### src/rtl/fcfg_pkg.sv
package fcfg_pkg;

    typedef enum logic [2:0] {
        ST_RESERVED = 3'd0,
        ST_STANDBY  = 3'd1,
        ST_DISABLED = 3'd2,
        ST_ENABLED  = 3'd3,
        ST_BLOCKED  = 3'd4,
        ST_ERROR    = 3'd5
    } fn_state_e;

    typedef enum logic [2:0] {
        OP_ATTACH   = 3'd0,
        OP_CONFIG   = 3'd1,
        OP_DECONFIG = 3'd2,
        OP_UNPLUG   = 3'd3,
        OP_FNRESET  = 3'd4,
        OP_SETSTATE = 3'd5,
        OP_QUERY    = 3'd6
    } cmd_op_e;

    typedef enum logic [3:0] {
        RC_NONE      = 4'd0,
        RC_NORMAL    = 4'd1,
        RC_NO_ACTION = 4'd2,
        RC_RESERVED  = 4'd3,
        RC_UNKNOWN   = 4'd4,
        RC_FULL      = 4'd5,
        RC_IN_USE    = 4'd6
    } rsp_code_e;

    typedef struct packed {
        logic [2:0] state;
        logic       unplug_pend;
        logic       irq_reg;
        logic       xlat_en;
        logic       fh_en;
    } fn_entry_t;

endpackage

### src/rtl/fcfg_lookup.sv
module fcfg_lookup #(
    parameter int NSLOT = 8,
    parameter int FIDW  = 32,
    localparam int IDXW = (NSLOT > 1) ? $clog2(NSLOT) : 1
) (
    input  logic [FIDW-1:0]             key,
    input  logic [NSLOT-1:0]            used,
    input  logic [NSLOT-1:0][FIDW-1:0]  ids,
    output logic [NSLOT-1:0]            match,
    output logic                        hit,
    output logic [IDXW-1:0]             hit_idx,
    output logic                        free_any,
    output logic [IDXW-1:0]             free_idx
);
    for (genvar g = 0; g < NSLOT; g++) begin : g_cmp
        assign match[g] = used[g] && (ids[g] == key);
    end

    always_comb begin
        hit      = 1'b0;
        hit_idx  = '0;
        free_any = 1'b0;
        free_idx = '0;
        for (int i = NSLOT - 1; i >= 0; i--) begin
            if (match[i]) begin
                hit     = 1'b1;
                hit_idx = IDXW'(i);
            end
            if (!used[i]) begin
                free_any = 1'b1;
                free_idx = IDXW'(i);
            end
        end
    end
endmodule

### src/rtl/fcfg_decide.sv
module fcfg_decide
    import fcfg_pkg::*;
(
    input  logic [2:0]  op,
    input  fn_entry_t   cur,
    input  logic [2:0]  new_state,
    input  logic [1:0]  flags,
    output fn_entry_t   nxt,
    output rsp_code_e   code,
    output logic        td_irq,
    output logic        td_xlat,
    output logic        unplug,
    output logic        evt,
    output logic        release_slot
);
    logic is_res, is_stby;

    assign is_res  = (cur.state == ST_RESERVED);
    assign is_stby = (cur.state == ST_STANDBY);

    always_comb begin
        nxt          = cur;
        code         = RC_NORMAL;
        td_irq       = 1'b0;
        td_xlat      = 1'b0;
        unplug       = 1'b0;
        evt          = 1'b0;
        release_slot = 1'b0;
        unique case (op)
            OP_CONFIG: begin
                if (is_res) begin
                    code = RC_RESERVED;
                end else if (is_stby) begin
                    nxt.state = ST_DISABLED;
                end else begin
                    code = RC_NO_ACTION;
                end
            end
            OP_DECONFIG: begin
                if (is_res) begin
                    code = RC_RESERVED;
                end else if (is_stby) begin
                    code = RC_NO_ACTION;
                end else begin
                    td_irq          = cur.irq_reg;
                    td_xlat         = cur.xlat_en;
                    nxt.irq_reg     = 1'b0;
                    nxt.xlat_en     = 1'b0;
                    nxt.fh_en       = 1'b0;
                    nxt.state       = ST_STANDBY;
                    if (cur.unplug_pend) begin
                        unplug       = 1'b1;
                        release_slot = 1'b1;
                        nxt.unplug_pend = 1'b0;
                    end
                end
            end
            OP_UNPLUG: begin
                if (is_res || is_stby) begin
                    unplug       = 1'b1;
                    release_slot = 1'b1;
                end else begin
                    nxt.unplug_pend = 1'b1;
                    evt             = 1'b1;
                end
            end
            OP_FNRESET: begin
                if (!is_res) begin
                    td_irq      = cur.irq_reg;
                    td_xlat     = cur.xlat_en;
                    nxt.irq_reg = 1'b0;
                    nxt.xlat_en = 1'b0;
                    if (!is_stby) begin
                        nxt.state = ST_DISABLED;
                        nxt.fh_en = 1'b0;
                    end
                end
            end
            OP_SETSTATE: begin
                nxt.state   = new_state;
                nxt.irq_reg = flags[0];
                nxt.xlat_en = flags[1];
                nxt.fh_en   = (new_state == ST_ENABLED);
            end
            OP_QUERY: begin
                code = RC_NORMAL;
            end
            default: begin
                code = RC_NO_ACTION;
            end
        endcase
    end
endmodule

### src/rtl/fcfg_ctrl.sv
module fcfg_ctrl
    import fcfg_pkg::*;
#(
    parameter int NSLOT = 8,
    parameter int FIDW  = 32,
    localparam int IDXW = (NSLOT > 1) ? $clog2(NSLOT) : 1
) (
    input  logic            clk,
    input  logic            rst_n,
    input  logic            cmd_valid,
    input  logic [2:0]      cmd_op,
    input  logic [FIDW-1:0] cmd_fid,
    input  logic [2:0]      cmd_state,
    input  logic [1:0]      cmd_flags,
    output logic            rsp_valid,
    output logic [3:0]      rsp_code,
    output logic [2:0]      rsp_state,
    output logic            rsp_fh_en,
    output logic [IDXW-1:0] rsp_slot,
    output logic            teardown_irq,
    output logic            teardown_xlat,
    output logic            unplug_fire,
    output logic            deconf_req_evt
);
    typedef struct packed {
        logic [NSLOT-1:0]             used;
        logic [NSLOT-1:0][FIDW-1:0]   ids;
        fn_entry_t [NSLOT-1:0]        ent;
        logic                         rsp_valid;
        rsp_code_e                    rsp_code;
        logic [2:0]                   rsp_state;
        logic                         rsp_fh_en;
        logic [IDXW-1:0]              rsp_slot;
        logic                         td_irq;
        logic                         td_xlat;
        logic                         unplug;
        logic                         evt;
    } regs_t;

    regs_t regs_d, regs_q;

    logic [NSLOT-1:0] match;
    logic             hit, free_any;
    logic [IDXW-1:0]  hit_idx, free_idx;

    fcfg_lookup #(.NSLOT(NSLOT), .FIDW(FIDW)) u_lookup (
        .key      (cmd_fid),
        .used     (regs_q.used),
        .ids      (regs_q.ids),
        .match    (match),
        .hit      (hit),
        .hit_idx  (hit_idx),
        .free_any (free_any),
        .free_idx (free_idx)
    );

    fn_entry_t  cur_ent, nxt_ent;
    rsp_code_e  dec_code;
    logic       dec_td_irq, dec_td_xlat, dec_unplug, dec_evt, dec_release;

    assign cur_ent = regs_q.ent[hit_idx];

    fcfg_decide u_decide (
        .op           (cmd_op),
        .cur          (cur_ent),
        .new_state    (cmd_state),
        .flags        (cmd_flags),
        .nxt          (nxt_ent),
        .code         (dec_code),
        .td_irq       (dec_td_irq),
        .td_xlat      (dec_td_xlat),
        .unplug       (dec_unplug),
        .evt          (dec_evt),
        .release_slot (dec_release)
    );

    always_comb begin
        regs_d           = regs_q;
        regs_d.rsp_valid = cmd_valid;
        regs_d.rsp_code  = RC_NONE;
        regs_d.rsp_state = '0;
        regs_d.rsp_fh_en = 1'b0;
        regs_d.rsp_slot  = '0;
        regs_d.td_irq    = 1'b0;
        regs_d.td_xlat   = 1'b0;
        regs_d.unplug    = 1'b0;
        regs_d.evt       = 1'b0;
        if (cmd_valid) begin
            if (cmd_op == OP_ATTACH) begin
                if (hit) begin
                    regs_d.rsp_code = RC_IN_USE;
                    regs_d.rsp_slot = hit_idx;
                    regs_d.rsp_state = cur_ent.state;
                    regs_d.rsp_fh_en = cur_ent.fh_en;
                end else if (free_any) begin
                    regs_d.used[free_idx] = 1'b1;
                    regs_d.ids[free_idx]  = cmd_fid;
                    regs_d.ent[free_idx]  = '{state: cmd_state, default: 1'b0};
                    regs_d.rsp_code       = RC_NORMAL;
                    regs_d.rsp_slot       = free_idx;
                    regs_d.rsp_state      = cmd_state;
                end else begin
                    regs_d.rsp_code = RC_FULL;
                end
            end else if (!hit) begin
                regs_d.rsp_code = RC_UNKNOWN;
            end else begin
                regs_d.ent[hit_idx] = nxt_ent;
                if (dec_release) begin
                    regs_d.used[hit_idx] = 1'b0;
                end
                regs_d.rsp_code  = dec_code;
                regs_d.rsp_slot  = hit_idx;
                regs_d.rsp_state = nxt_ent.state;
                regs_d.rsp_fh_en = nxt_ent.fh_en;
                regs_d.td_irq    = dec_td_irq;
                regs_d.td_xlat   = dec_td_xlat;
                regs_d.unplug    = dec_unplug;
                regs_d.evt       = dec_evt;
            end
        end
    end

    always_ff @(posedge clk) begin
        if (!rst_n) begin
            regs_q          <= '0;
            regs_q.rsp_code <= RC_NONE;
        end else begin
            regs_q <= regs_d;
        end
    end

    assign rsp_valid      = regs_q.rsp_valid;
    assign rsp_code       = regs_q.rsp_code;
    assign rsp_state      = regs_q.rsp_state;
    assign rsp_fh_en      = regs_q.rsp_fh_en;
    assign rsp_slot       = regs_q.rsp_slot;
    assign teardown_irq   = regs_q.td_irq;
    assign teardown_xlat  = regs_q.td_xlat;
    assign unplug_fire    = regs_q.unplug;
    assign deconf_req_evt = regs_q.evt;

    // an unknown identifier or a full table leaves occupancy untouched
    a_r1_unknown_no_change: assert property (@(posedge clk) disable iff (!rst_n)
        (rsp_valid && (rsp_code == RC_UNKNOWN || rsp_code == RC_FULL)) |-> $stable(regs_q.used));

    // attach never leaves two slots holding the same identifier
    a_r9_unique_fid: assert property (@(posedge clk) disable iff (!rst_n)
        $onehot0(match));

    // responses and strobes only follow a command
    a_r11_rsp_follows_cmd: assert property (@(posedge clk) disable iff (!rst_n)
        (rsp_valid || teardown_irq || teardown_xlat || unplug_fire || deconf_req_evt)
            |-> $past(cmd_valid));

    // teardown only accompanies a normal completion
    a_r5_teardown_normal: assert property (@(posedge clk) disable iff (!rst_n)
        (teardown_irq || teardown_xlat) |-> (rsp_valid && rsp_code == RC_NORMAL));

    // a deferred request and an immediate unplug never coincide
    a_r7_evt_excl: assert property (@(posedge clk) disable iff (!rst_n)
        deconf_req_evt |-> (!unplug_fire && rsp_code == RC_NORMAL));

    // an unplug frees the addressed slot
    a_r6_unplug_frees: assert property (@(posedge clk) disable iff (!rst_n)
        unplug_fire |-> !regs_q.used[rsp_slot]);
endmodule

### config.mk
export PLATFORM = sky130hd
export DESIGN_NAME = fcfg_ctrl
export DESIGN_NICKNAME = d
export VERILOG_FILES = /design/src/rtl/fcfg_pkg.sv /design/src/rtl/fcfg_lookup.sv /design/src/rtl/fcfg_decide.sv /design/src/rtl/fcfg_ctrl.sv
export SDC_FILE = /design/constraint.sdc
export NUM_CORES = 1
export LEC_CHECK = 0
export BUFFER_PORTS_ARGS = -buffer_cell sky130_fd_sc_hd__clkbuf_2
export CAP_MARGIN = 0
export CORE_MARGIN = 2
export CORE_UTILIZATION = 40
export CTS_BUF_LIST = sky130_fd_sc_hd__clkbuf_8
export CTS_CLUSTER_DIAMETER = 120
export DETAILED_ROUTE_END_ITERATION = 16
export PLACE_DENSITY_LB_ADDON = 0.15
export SLEW_MARGIN = 25
export SYNTH_ARGS = -nofsm -noshare
export SYNTH_HDL_FRONTEND = slang
export SYNTH_SLANG_ARGS = --single-unit
export TNS_END_PERCENT = 100
### constraint.sdc
create_clock -name clk -period 11.1 [get_ports clk]
set_input_delay 1.11 -clock clk [delete_from_list [all_inputs] [get_ports clk]]
set_output_delay 1.11 -clock clk [all_outputs]
set_load 0.01 [all_outputs]
## Yosys cells after proc, flatten, opt, wreduce, memory -nomap -nowiden

Cells that the tools add are included.

| storage, ports and cells | value |
|---|---|
| flip-flop bits (word level) | 336 |
| input port bits | 43 |
| word-level logic and storage cells | 204 |
| output and inout bits | 16 |

| cells by class | value |
|---|---|
| muxes and demuxes | 95 |
| reductions and logical operators | 23 |
| bitwise operators | 7 |
| order comparisons | 4 |
| eq/ne operators | 17 |

Operators with widths:

| kind | number |
|---|---|
| 320-bit 2-to-1 mux | 2 |
| 256-bit bitwise mux | 1 |
| 32-bit == test | 8 |
| 56-bit bitwise mux | 2 |
| 56-bit 2-to-1 mux | 2 |
| 32-bit demux with 3-bit select | 1 |
| 3-bit 2-to-1 mux | 25 |
| 7-bit demux with 3-bit select | 2 |
| 7-bit 2-to-1 mux | 5 |
| 1-bit 2-to-1 mux | 33 |
| 32-bit 2-to-1 mux | 1 |
| 8-bit 2-to-1 mux | 3 |
| 11-bit 2-to-1 mux | 2 |
| 7-bit binary-select mux with 3-bit select | 1 |
| 3-bit one-hot mux with 4 select lines | 1 |
| 4-bit one-hot mux with 3 select lines | 1 |
| 1-bit logical AND | 10 |
| 3-bit by 2-bit == test with 1-bit output, second input constant | 3 |
| 3-bit == test, second input constant | 3 |
| 3-bit one-hot mux with 3 select lines | 1 |
| 8-bit AND | 1 |
| 3-bit by 4-bit less-than comparator with 1-bit output, second input constant | 2 |
| 4-bit 2-to-1 mux | 2 |
| 8-bit inverter | 1 |
| 17 further kinds | 33 |

## Depth between registers and ports, before layout

| depth | value |
|---|---|
| depth in word-level cells | 19 |
| gate-level depth with buffers | 18 |
| mapped depth without buffers | 16 |

## Cells and area by module

Synthesis repeated with hierarchy kept, for this count alone.

| unflattened totals | value |
|---|---|
| cell total of the unflattened synthesis | 2193 |
| area, all modules | 17311.6 sq um |

Modules (own cells, without submodules):

| module | times used | seq. area each (sq um) | area each (sq um) | cells an instance |
|---|---|---|---|---|
| fcfg_ctrl | 1 | 6726.5 | 13723.2 | 1715 |
| fcfg_lookup | 1 | 0.0 | 3174.3 | 415 |
| fcfg_decide | 1 | 0.0 | 414.1 | 63 |

## Worst setup path before layout

Ideal clock, no wire load.

| path | value |
|---|---|
| kind | input to register |
| from | in cmd_fid[30] |
| to | reg regs_q[27] |
| data arrival time | 4.240 ns |
| cell stages on the path | 16 |
| setup slack | 6.789 ns |
| data required time | 11.029 ns |
| buffers on the path | 2 |
| library setup time | 0.071 ns |
| cell sequence | buf_4 > xor2_1 > nor4_1 > nand4_1 > nor4_4 > a41o_1 > buf_2 > nor2_1 > nand2_2 > ha_1 > nor2b_1 > a21boi_1 > nand3b_1 > or3_1 > a21o_1 > o21ai_1 |

| between the ends | value |
|---|---|
| longest elaborated chain between the ends | 19 |
| elaborated cells on any way between the ends | 55 |
| those cells by class | 2 x order compare; 10 x eq/ne; 30 x mux; 13 x reduce/logical |

RTL lines:

| item | RTL line | source |
|---|---|---|
| start: declaration | fcfg_ctrl.sv:12 | `input logic [FIDW-1:0] cmd_fid,` |
| 32-bit == test | fcfg_lookup.sv:16 | `assign match[g] = used[g] && (ids[g] == key);` |
| 1-bit logical AND | fcfg_lookup.sv:16 |  |
| 3-bit 2-to-1 mux (8 in a row) | fcfg_lookup.sv:25 | `if (match[i]) begin` |
| 7-bit binary-select mux with 3-bit select | fcfg_ctrl.sv:61 | `assign cur_ent = regs_q.ent[hit_idx];` |
| 7-bit 2-to-1 mux (not written as such) | fcfg_ctrl.sv:61 |  |
| 3-bit by 1-bit == test with 1-bit output | fcfg_decide.sv:19 | `assign is_stby = (cur.state == ST_STANDBY);` |
| 3-bit 2-to-1 mux, or another cell as far along | fcfg_decide.sv:73 | `if (!is_stby) begin` |
| 3-bit 2-to-1 mux, or another cell as far along | fcfg_decide.sv:68 | `if (!is_res) begin` |
| 3-bit one-hot mux with 4 select lines | fcfg_decide.sv:29 | `unique case (op)` |
| 56-bit bitwise mux | fcfg_ctrl.sv:108 | `regs_d.ent[hit_idx] = nxt_ent;` |
| 56-bit 2-to-1 mux | fcfg_ctrl.sv:105 | `end else if (!hit) begin` |
| 56-bit 2-to-1 mux | fcfg_ctrl.sv:89 | `if (cmd_op == OP_ATTACH) begin` |
| end signal: assignment | fcfg_ctrl.sv:129 | `regs_q <= regs_d;` |
| end: declaration | fcfg_ctrl.sv:40 | `regs_t regs_d, regs_q;` |

Parallel ways exist; a longest one is shown, timed or not. The select of a mux whose other input is x is not followed.
A chain may end at the register's enable or synchronous reset.

## Final worst setup path

| path | value |
|---|---|
| from | in cmd_fid[15] |
| to | reg regs_q[67] |

| between the ends | value |
|---|---|
| longest elaborated chain between the ends | 19 |
| elaborated cells on any way between the ends | 52 |
| those cells by class | 2 x order compare; 10 x eq/ne; 27 x mux; 13 x reduce/logical |

RTL lines:

| item | RTL line | source |
|---|---|---|
| 32-bit == test | fcfg_lookup.sv:16 |  |
| 1-bit logical AND | fcfg_lookup.sv:16 |  |
| 3-bit 2-to-1 mux (8 in a row) | fcfg_lookup.sv:25 |  |
| 7-bit binary-select mux with 3-bit select | fcfg_ctrl.sv:61 |  |
| 7-bit 2-to-1 mux (not written as such) | fcfg_ctrl.sv:61 |  |
| 3-bit by 1-bit == test with 1-bit output | fcfg_decide.sv:19 |  |
| 7-bit 2-to-1 mux | fcfg_decide.sv:42 | `end else if (is_stby) begin` |
| 7-bit 2-to-1 mux | fcfg_decide.sv:40 | `if (is_res) begin` |
| 3-bit one-hot mux with 3 select lines | fcfg_decide.sv:29 |  |
| 56-bit bitwise mux | fcfg_ctrl.sv:108 |  |
| 56-bit 2-to-1 mux | fcfg_ctrl.sv:105 |  |
| 56-bit 2-to-1 mux | fcfg_ctrl.sv:89 |  |

Parallel ways exist; a longest one is shown, timed or not. The select of a mux whose other input is x is not followed.

==> reports/results.tsv <==
stage	metric	value	unit
run_status	status	complete, no violations	
clock_tree	Resized cells post-CTS	0	
sta	Worst-Margin Slew	956	ps
final_layout	Final Util	43.8	%
clock_tree	CTS tree	built	
final_layout	non-filler cells in the finished layout	2714	
worst_hold_path	Worst Hold Depth	2	
setup_path	family with the most delay on the worst path	simple AND/OR/NAND/NOR gates	
drt	routed wire length	55.1	mm
clock_tree	CTS buffer count	59	
synthesis	count of different cell masters after synthesis	88	
clock_tree	Hold Buf Count CTS	0	
setup_path	CP Buf/Inv Count	1	
synthesis	Seq/Total Area, Yosys	39.8	%
setup_path	Startpoint Class	input pin	
drt	drt drc	0	
clock_tree	postcts setup bufs	0	
final_layout	post-layout net count	2175	
setup_path	crit path max fanout	17	
final_layout	Syn-to-layout area delta	8.51	%
worst_hold_path	Min-Delay Path Class	flip-flop to flip-flop	
grt	global-route usage over all layers	25.0	%
floorplanning	die area	0.0438	mm^2
final_layout	most frequent cells in the layout	nand2_1, dfxtp_1, a21oi_1	
sta	Max Slew Vio Count	0	
sta	Slew Limit Headroom	35.7	%
clock_tree	Clock Tree Buf Depth	3	
placement	Buffers on Ports	57	
synthesis	Async SR Flop Fraction	0	%
drt	first drt pass iteration count	6	
setup_path	CP Depth	15	
floorplanning	IO Count	59	
sta	Setup Total Neg Slack	0	ps
drt	DR iter-0 viols	1498	
final_layout	commonest non-fill, non-tap cell in the layout	nand2_1	
synthesis	number of flops mapped to enable cells by yosys	0	
power	clock share of power	46.3	%
drt	drt via density	5.49	
power	Worst VDD drop	0.0934	mV
floorplanning	Core Region	0.0418	mm^2
sta	Final Hold Fails	0	
sta	Final Cycle Share	49.9	%
synthesis	syn nets	2214	
floorplanning	Chip Height	209	um
placement	HPWL after DPL	36.2	mm
power	sw frac	25.9	%
power	Reg power frac	47.0	%
setup_path	Worst Setup End Kind	flip-flop	
sta	fin crit period	5540	ps
clock_tree	Worst-Skew Late Latency	680	ps
drt	routed len/inst	20.3	um
grt	vias in the first global route	13931	
synthesis	synthesized area	0.0169	mm^2
setup_path	Worst EP required	11680	ps
power	power per cell area	141	mW/mm^2
clock_tree	Max H-tree Level	2	
sta	FMAX	180	MHz
setup_path	WP data arrival	6120	ps
placement	placed instance count	2607	
final_layout	filler cell count	4267	
setup_path	max incr delay on CP	650	ps
clock_tree	clock slew at reported path FFs	60	ps
sta	clock skew	46.9	ps
setup_path	R2R depth	14	
synthesis	Avg Cell Area, Syn	7.77	um^2
placement	RePlAce Congestion	0.926	
flow_run	Max Cap Viol	0	
grt	first-pass GRT wire length	84.8	mm
floorplanning	Site Rows	75	
synthesis	Synth warnings	0	
grt	total global routing overflow	0	
sta	final setup violation count	0	
power	Comb pwr share	6.7	%
synthesis	Seq cells post-synth	335	
synthesis	ys flop type	dfxtp_1	
floorplanning	Die W	209	um
final_layout	layout cells sized above 1	9.84	%
power	total power	2.57	mW
power	Internal Power	1.90	mW
setup_path	Crit Path Category	input pin to flip-flop	
clock_tree	Sink Count	335	
sta	RSZ-0062 raised after global routing	false	
power	NetSw	667	uW
drt	post-route ant nets	0	
grt	initial antenna violation count	1	
clock_tree	Root Driver	clkbuf_8	
synthesis	Synth Instances	2168	
floorplanning	initial core utilization	40.4	%
setup_path	Critical Path Slowest Stage Cell	or3_1	
power	Pleak	6.19	nW
grt	largest net degree at the start of global routing	105	
drt	total number of vias	14906	
setup_path	CP Cell Sequence	clkbuf_2 -> xor2_1 -> nor4_1 -> nand4_1 -> or3_1 -> nand2_1 -> nor3_1 -> nand2_2 -> ha_1 -> nor2b_1 -> o21ai_2 -> nor2_1 -> nand2_1 -> or3_1 -> o21ai_0	
[area by class of cell]
cell class	instances	area (um^2)	area share, %
antenna	1	2.50	0.0137
tap	539	674	3.69
clock inverter	31	199	1.09
clock buffer	75	1030	5.64
inverter	21	86.3	0.472
sequential	335	6710	36.7
multi-input combinational	1630	9110	49.8
timing repair buffer	82	477	2.61
[routing by layer]
metal,up-vias,track usage (%),routed length (um)
li1,7165,-,-
met5,-,0,0
met1,7125,34.8,25200
met3,99,3.85,3480
met4,0,7.66,1300
met2,517,39.8,25200
[registers in the layout, indices dropped and copies added, names as in the netlist]
signal	cells
rsp_valid	1
rsp_slot	3
deconf_req_evt	1
unplug_fire	1
rsp_fh_en	1
teardown_irq	1
regs_q	320
rsp_state	3
teardown_xlat	1
rsp_code	3
[worst paths after layout]
| check | end | from | slack [ps] |
|---|---|---|---|
| max reg2reg | regs_q[67]$_SDFFE_PN0P_ | regs_q[162]$_SDFFE_PN0P_ | 6220 |
| min reg2reg | regs_q[19]$_SDFFE_PN0P_ | regs_q[19]$_SDFFE_PN0P_ | 450 |
| max | regs_q[67]$_SDFFE_PN0P_ | cmd_fid[15] | 5560 |
| min | regs_q[19]$_SDFFE_PN0P_ | regs_q[19]$_SDFFE_PN0P_ | 450 |
[power by group through the flow]
stage	Combinational, mW	Sequential [mW]	Clock, mW
after detailed placement	0.170	1.23	0
after global placement	0.171	1.23	0
after floorplan	0.124	1.23	0
after global routing	0.183	1.21	1.28
final	0.172	1.21	1.19
after CTS	0.171	1.21	1.22
[cell families (layout without fill, tap and decap cells)]
family / Yosys count / after routing / share of synthesized area (%)
and+or+nand+nor: 907 / 907 / 23.4
AOI/OAI and AO/OA: 451 / 451 / 15.9
DFF: 335 / 335 / 39.8
xor gates and xnor gates: 254 / 254 / 13.2
buffers and inverters: 203 / 209 / 6.45
muxes: 14 / 14 / 0.972
adders and majority gates: 3 / 3 / 0.223
other: 1 / 2 / 0.0222
[worst reg2reg max path, cell delays in order (launching register included)]
cell     delay, ps
dfxtp_1        320
xor2_1         140
nor4_1         620
nand4_1        420
or3_1          650
nand2_1        290
nor3_1         130
nand2_2        200
ha_1           260
nor2b_1        180
o21ai_2        160
nor2_1         520
nand2_1        210
or3_1          500
o21ai_0        180
[cell usage after synthesis, types with 21 or more instances]
library cell | n | area share, %
xnor2_1 | 138 | 7.2
buf_2 | 65 | 1.9
clkbuf_1 | 73 | 1.6
buf_4 | 23 | 1.0
buf_6 | 21 | 1.4
nor2_1 | 78 | 1.7
nand2_1 | 600 | 13
dfxtp_1 | 335 | 40
nor4_1 | 37 | 1.4
o21ai_0 | 51 | 1.5
a21oi_1 | 291 | 8.6
nand3_1 | 37 | 1.1
nand4_1 | 43 | 1.6
nor3_1 | 41 | 1.2
xor2_1 | 116 | 6.0
[stage by stage]
step / hold slack [ps] / setup slack, ps / area [um^2]
final: 448 / 5560 / 18300
after global routing: 475 / 5340 / 18300
after CTS: 451 / 5650 / 18300
after detailed placement: 437 / 4980 / 17000
after global placement: 433 / 5060 / 17000
after floorplan: 418 / 6790 / 16900
Power figures use the tool's default switching activity.
